--- src/rtl/dab_pkg.sv ---
package dab_pkg;
   typedef enum logic {
      OP_STORE = 1'b0,
      OP_BTEST = 1'b1
   } op_kind_t;
endpackage

--- src/rtl/dab_ea_adder.sv ---
module dab_ea_adder #(
   parameter int ADDR_W = 32,
   parameter int DISP_W = 16
) (
   input  logic [ADDR_W-1:0] base_i,
   input  logic [DISP_W-1:0] disp_i,
   output logic [ADDR_W-1:0] ea_o
);
   localparam int EXT_W = ADDR_W - DISP_W;

   logic [ADDR_W-1:0] disp_ext;

   generate
      if (EXT_W > 0) begin : g_ext
         assign disp_ext = {{EXT_W{disp_i[DISP_W-1]}}, disp_i};
      end else begin : g_noext
         assign disp_ext = disp_i;
      end
   endgenerate

   // modulo 2^ADDR_W, carry out dropped on purpose
   assign ea_o = base_i + disp_ext;
endmodule

--- src/rtl/dab_byte_pick.sv ---
module dab_byte_pick #(
   parameter int DATA_W = 32,
   parameter int LANES  = DATA_W / 8,
   parameter int LANE_W = (LANES > 1) ? $clog2(LANES) : 1
) (
   input  logic [DATA_W-1:0] word_i,
   input  logic [LANE_W-1:0] lane_i,
   input  logic [2:0]        idx_i,
   output logic              bit_o
);
   logic [7:0] lane_bytes [LANES];
   logic [7:0] sel_byte;

   generate
      for (genvar g = 0; g < LANES; g++) begin : g_lane
         assign lane_bytes[g] = word_i[8*g +: 8];
      end
      if (LANES > 1) begin : g_mux
         assign sel_byte = lane_bytes[lane_i];
      end else begin : g_single
         logic unused_lane;
         assign unused_lane = ^lane_i;
         assign sel_byte    = lane_bytes[0];
      end
   endgenerate

   assign bit_o = sel_byte[idx_i];
endmodule

--- src/rtl/dab_ctrl.sv ---
module dab_ctrl
   import dab_pkg::*;
#(
   parameter int ADDR_W = 32,
   parameter int DATA_W = 32,
   parameter int LANE_W = 2
) (
   input  logic              clk,
   input  logic              rst_n,
   input  logic              accept_i,
   input  op_kind_t          kind_i,
   input  logic [ADDR_W-1:0] addr_i,
   input  logic [DATA_W-1:0] wdata_i,
   input  logic              mem_ready_i,
   input  logic              picked_bit_i,
   output logic              busy_o,
   output logic              rd_o,
   output logic              wr_o,
   output logic [ADDR_W-1:0] addr_o,
   output logic [DATA_W-1:0] wdata_o,
   output logic [LANE_W-1:0] lane_o,
   output logic              z_o,
   output logic              done_o
);
   logic finish;

   assign finish = busy_o && mem_ready_i;
   assign lane_o = addr_o[LANE_W-1:0];

   always_ff @(posedge clk or negedge rst_n) begin
      if (!rst_n) begin
         busy_o  <= 1'b0;
         rd_o    <= 1'b0;
         wr_o    <= 1'b0;
         addr_o  <= '0;
         wdata_o <= '0;
         z_o     <= 1'b0;
         done_o  <= 1'b0;
      end else begin
         done_o <= 1'b0;
         if (accept_i) begin
            busy_o  <= 1'b1;
            rd_o    <= (kind_i == OP_BTEST);
            wr_o    <= (kind_i == OP_STORE);
            addr_o  <= addr_i;
            wdata_o <= wdata_i;
         end else if (finish) begin
            busy_o <= 1'b0;
            rd_o   <= 1'b0;
            wr_o   <= 1'b0;
            done_o <= 1'b1;
            if (rd_o) begin
               z_o <= ~picked_bit_i;
            end
         end
      end
   end
endmodule

--- src/rtl/dispaddr_bittest.sv ---
module dispaddr_bittest
   import dab_pkg::*;
#(
   parameter int ADDR_W = 32,
   parameter int DISP_W = 16,
   parameter int DATA_W = 32
) (
   input  logic              clk,
   input  logic              rst_n,
   input  logic              req_valid,
   output logic              req_ready,
   input  logic              req_kind,
   input  logic [ADDR_W-1:0] base_val,
   input  logic [DISP_W-1:0] disp_val,
   input  logic [2:0]        bit_idx,
   input  logic [DATA_W-1:0] store_val,
   output logic              busy,
   output logic [ADDR_W-1:0] mem_addr,
   output logic              mem_rd,
   output logic              mem_wr,
   output logic [DATA_W-1:0] mem_wdata,
   input  logic [DATA_W-1:0] mem_rdata,
   input  logic              mem_ready,
   output logic              zflag,
   output logic              done
);
   localparam int LANES  = DATA_W / 8;
   localparam int LANE_W = (LANES > 1) ? $clog2(LANES) : 1;
   localparam int ALIGN_W = (LANES > 1) ? $clog2(LANES) : 0;

   generate
      if (DATA_W % 8 != 0 || DATA_W < 8) begin : g_bad_data
         $error("DATA_W must be a positive multiple of 8");
      end
      if (DISP_W > ADDR_W || DISP_W < 1) begin : g_bad_disp
         $error("DISP_W must lie in 1..ADDR_W");
      end
      if ((1 << ALIGN_W) != LANES) begin : g_bad_lanes
         $error("DATA_W/8 must be a power of two");
      end
   endgenerate

   op_kind_t          kind;
   logic [ADDR_W-1:0] ea;
   logic [ADDR_W-1:0] issue_addr;
   logic [LANE_W-1:0] lane_q;
   logic [2:0]        idx_q;
   logic              picked;
   logic              accept;

   assign kind      = op_kind_t'(req_kind);
   assign accept    = req_valid && !busy;
   assign req_ready = !busy;

   dab_ea_adder #(.ADDR_W(ADDR_W), .DISP_W(DISP_W)) u_add (
      .base_i (base_val),
      .disp_i (disp_val),
      .ea_o   (ea)
   );

   generate
      if (ALIGN_W > 0) begin : g_align
         assign issue_addr = (kind == OP_STORE) ? {ea[ADDR_W-1:ALIGN_W], {ALIGN_W{1'b0}}} : ea;
      end else begin : g_noalign
         assign issue_addr = ea;
      end
   endgenerate

   always_ff @(posedge clk or negedge rst_n) begin
      if (!rst_n) begin
         idx_q <= '0;
      end else if (accept) begin
         idx_q <= bit_idx;
      end
   end

   dab_byte_pick #(.DATA_W(DATA_W), .LANES(LANES), .LANE_W(LANE_W)) u_pick (
      .word_i (mem_rdata),
      .lane_i (lane_q),
      .idx_i  (idx_q),
      .bit_o  (picked)
   );

   dab_ctrl #(.ADDR_W(ADDR_W), .DATA_W(DATA_W), .LANE_W(LANE_W)) u_ctrl (
      .clk          (clk),
      .rst_n        (rst_n),
      .accept_i     (accept),
      .kind_i       (kind),
      .addr_i       (issue_addr),
      .wdata_i      (store_val),
      .mem_ready_i  (mem_ready),
      .picked_bit_i (picked),
      .busy_o       (busy),
      .rd_o         (mem_rd),
      .wr_o         (mem_wr),
      .addr_o       (mem_addr),
      .wdata_o      (mem_wdata),
      .lane_o       (lane_q),
      .z_o          (zflag),
      .done_o       (done)
   );
endmodule

--- config.mk ---
export PLATFORM = sky130hd
export DESIGN_NAME = dispaddr_bittest
export DESIGN_NICKNAME = d
export VERILOG_FILES = /design/src/rtl/dab_pkg.sv /design/src/rtl/dab_ea_adder.sv /design/src/rtl/dab_byte_pick.sv /design/src/rtl/dab_ctrl.sv /design/src/rtl/dispaddr_bittest.sv
export SDC_FILE = /design/constraint.sdc
export NUM_CORES = 1
export LEC_CHECK = 0
export BUFFER_PORTS_ARGS = -buffer_cell sky130_fd_sc_hd__buf_2
export CORE_UTILIZATION = 53
export DETAILED_ROUTE_END_ITERATION = 12
export GPL_TIMING_DRIVEN = 1
export HOLD_SLACK_MARGIN = 0.15
export PLACE_DENSITY = 0.87
export SLEW_MARGIN = 40
export SYNTH_ARGS = -nofsm -noshare
export SYNTH_HDL_FRONTEND = slang
export SYNTH_SLANG_ARGS = --single-unit
--- constraint.sdc ---
create_clock -name clk -period 4.5 [get_ports clk]
set_input_delay 0.225 -clock clk [delete_from_list [all_inputs] [get_ports clk]]
set_output_delay 0.225 -clock clk [all_outputs]
set_load 0.01 [all_outputs]
==> reports/results.ini <==
[sta]
finalSetupViolations=0
worst_slew_pin_slew_ns=0.6675
fin_worst_skew_ns=0.01025
period_minus_slack_ns=2.340
final-max-slew-violation-count=0
rsz0062_at_grt=false
relSlewSlack_pct=55.50
setup_ws_ns=2.160
hold_viol=0
max_freq_mhz=427.3
fin_setup_tns_ns=0
min_period_over_period_pct=52.01

[pwr]
sw_frac_of_total_pct=35.91
p_leak_nw=3.315
cellPowerDensity_mw_per_mm2=393.9
cellInternalPower_mw=1.608
pwr-share-clk_pct=25.9
switchingPower_uw=901.0
p_comb_share_pct=36.8
sequentialPowerShare_pct=37.2
vdd_ir_drop_max_mv=0.2476

[synthesis]
avgSynthCellArea_um2=8.592
synth_cells=548
synth_nets=700
ys_seq_elements=72
synth-edff-count=0
synth_warnings=0
synth_area_leader_cell=dfrtp_1
netlist_area_mm2=0.004708
synth.area.top_cells=dfrtp_1 (38%), nand2_1 (12%), ha_1 (8.2%)
synth_top_flop_cell=dfrtp_1
synth.top_cell.area_share_pct=38.27
async_reset_ff_share_pct=100.0
ys_types=53
seq_area_frac_synth_pct=38.27

[route]
drt_first_iter_violations=288
wirelength_mm=15.57
top_layer_used=met4
wl_met1_mm=5.579
wl_met3_mm=1.114
vias_per_cell=5.888
drt_pass1_iterations=5
wl_met2_mm=7.789
route.detailed.wl_per_inst_um=17.86
drtAntennaViolNets=0
drc=0
vias=5134

[place]
numPortBuffers=189
pre_cts_ws_ns=1.975
place_area_mm2=0.005753
dpl.hpwl_mm=10.35
gp_congestion=0.9703

[floorplan]
die_y_um=96.25
start_util_pct=54.25
die_area_mm2=0.009264
ios=190
die_w_um=96.25
row_count=34
core_mm2=0.008678

[critical_path]
worstSetupStartpointType=input pin
worst_ep_arrival_time_ns=2.62
worstSetupStartpoint=disp_val[15]
cp.required_ns=4.78
reg2reg_depth=4
path_max_fanout=17
criticalPathCategory=in2reg
end_kind=flip-flop
reg2reg_from=u_ctrl.addr_o[0]
r2r_slack_ns=2.24
setup.worst_path.end=u_ctrl.addr_o[29]
r2r_end=u_ctrl.z_o

[cts]
path_clk_slew_ns=0.09
tritoncts=built
cts_resized=0
cts_inserted_buffers=9
postCtsSetupRepairBufs=0
cts_buffer_depth=2
hold_buffers=36
clk_latency_ns=0.35
cts-root-buf=clkbuf_8
cts.sinks=72
cts_htree_levels=3

[global_route]
grt_overflow_total=0
grt_pass1_vias=5041
track_usage_pct=32.64
grt_max_degree=101
grt_pass1_wl_mm=22.80
antenna_found_initial=1

[cells_and_area]
fin_area_mm2=0.006370
fin_util_pct=73.40
final_common_cell=buf_2
fin_nets=910
area_growth_pct=35.29
drive_gt1_share_pct=29.88
layout_common_cells=buf_2 (188), nand2_1 (151), dfrtp_1 (72)

[worst_hold_path]
hold_path.class=in2reg

[outcome]
status=complete, no violations

[job]
maxCapViolations=0

==> per-stage QoR <==
| step | cells | power, mW | hold WS, ns |
|---|---|---|---|
| global placement | 817 | 1.759 | 0.4037 |
| finish | 872 | 2.509 | 0.1845 |
| CTS | 871 | 2.475 | 0.1691 |
| detailed placement | 819 | 1.806 | 0.2871 |
| floorplan | 548 | 1.433 | -0.07059 |
| global route | 872 | 2.649 | 0.2002 |
==> critical path: stages <==
cell      delay [ns]
buf_2           0.33
ha_1            0.39
a21oi_1         0.21
o21ai_0         0.17
a221oi_1        0.50
o211a_1         0.26
o21ai_0         0.14
a211o_1         0.31
nand3_1         0.08
==> layer usage <==
layer | vias to the layer above | GRT usage [%]
li1 | 2367 | -
met1 | 2397 | 34.42
met2 | 292 | 58.98
met3 | 78 | 4.818
met4 | 0 | 23.38
met5 | - | 0
==> cell families (layout without fill, tap and decap cells) <==
logic type / Yosys count / after routing / share of synthesized area, %
multiplexers: 12 / 12 / 5.262
flip-flops: 72 / 72 / 38.27
AND/OR/NAND/NOR: 228 / 228 / 21.23
buffers and inverters: 45 / 260 / 3.667
other: 0 / 1 / 0
AO/OA/AOI/OAI: 143 / 143 / 19.93
adder cells (fa/ha/maj): 32 / 32 / 8.663
XOR/XNOR: 16 / 16 / 2.976
==> synth_stat cells, drive strengths merged, types with 3 or more instances <==
library cell and n:
o21ai 32, o21bai 7, mux4 10, a21o 18, nand4 9, clkbuf 22
a21oi 33, nor2 21, a31oi 3, nor2b 3, nor3b 3, a2111o 3
nand2 152, xnor2 5, o21a 7, or2 3, and2 3, buf 6
a211oi 5, a211o 4, nand3 9, inv 17, dfrtp 72, xor2 11
nor3 10, o211ai 8, and4 3, ha 31, nand2b 3, nand3b 3
o31ai 6, a21boi 4
==> registers in the layout, summed over array words and instances (netlist names) <==
name	flops
u_ctrl.addr_o	32
u_ctrl.wdata_o	32
idx_q	3
u_ctrl.busy_o	1
u_ctrl.done_o	1
u_ctrl.rd_o	1
u_ctrl.wr_o	1
u_ctrl.z_o	1
==> how the worst min path moves through the flow <==
stage                        start           endpoint  slack [ns]  cells past startpoint
after detailed placement     rst_n   u_ctrl.addr_o[2]        0.29                      1
after global placement       rst_n  u_ctrl.wdata_o[9]        0.40                      1
after floorplan              rst_n           idx_q[0]       -0.07                      0
after global routing      req_kind   u_ctrl.addr_o[1]        0.20                      3
after CTS                 req_kind   u_ctrl.addr_o[1]        0.17                      3
final                     req_kind   u_ctrl.addr_o[1]        0.18                      3
==> layout make-up <==
type | instances | area (um2)
Fill cell | 632 | 2308
Inverter | 17 | 63.81
Clock inverter | 6 | 116.4
Antenna cell | 1 | 2.502
Multi-Input combinational cell | 431 | 2758
Sequential cell | 72 | 1802
Tap cell | 108 | 135.1
Timing Repair Buffer | 227 | 1355
Clock buffer | 10 | 137.6
==> power groups by stage <==
stage          Combinational (mW)  Clock [mW]  Sequential [mW]
3_3_place_gp                0.833           0            0.926
4_1_cts                     0.900       0.649            0.925
5_1_grt                      1.01       0.682            0.955
3_5_place_dp                0.869           0            0.937
2_1_floorplan               0.434           0            0.999
6_report                    0.924       0.651            0.934
Note: power is estimated with default switching activity, not from simulation.
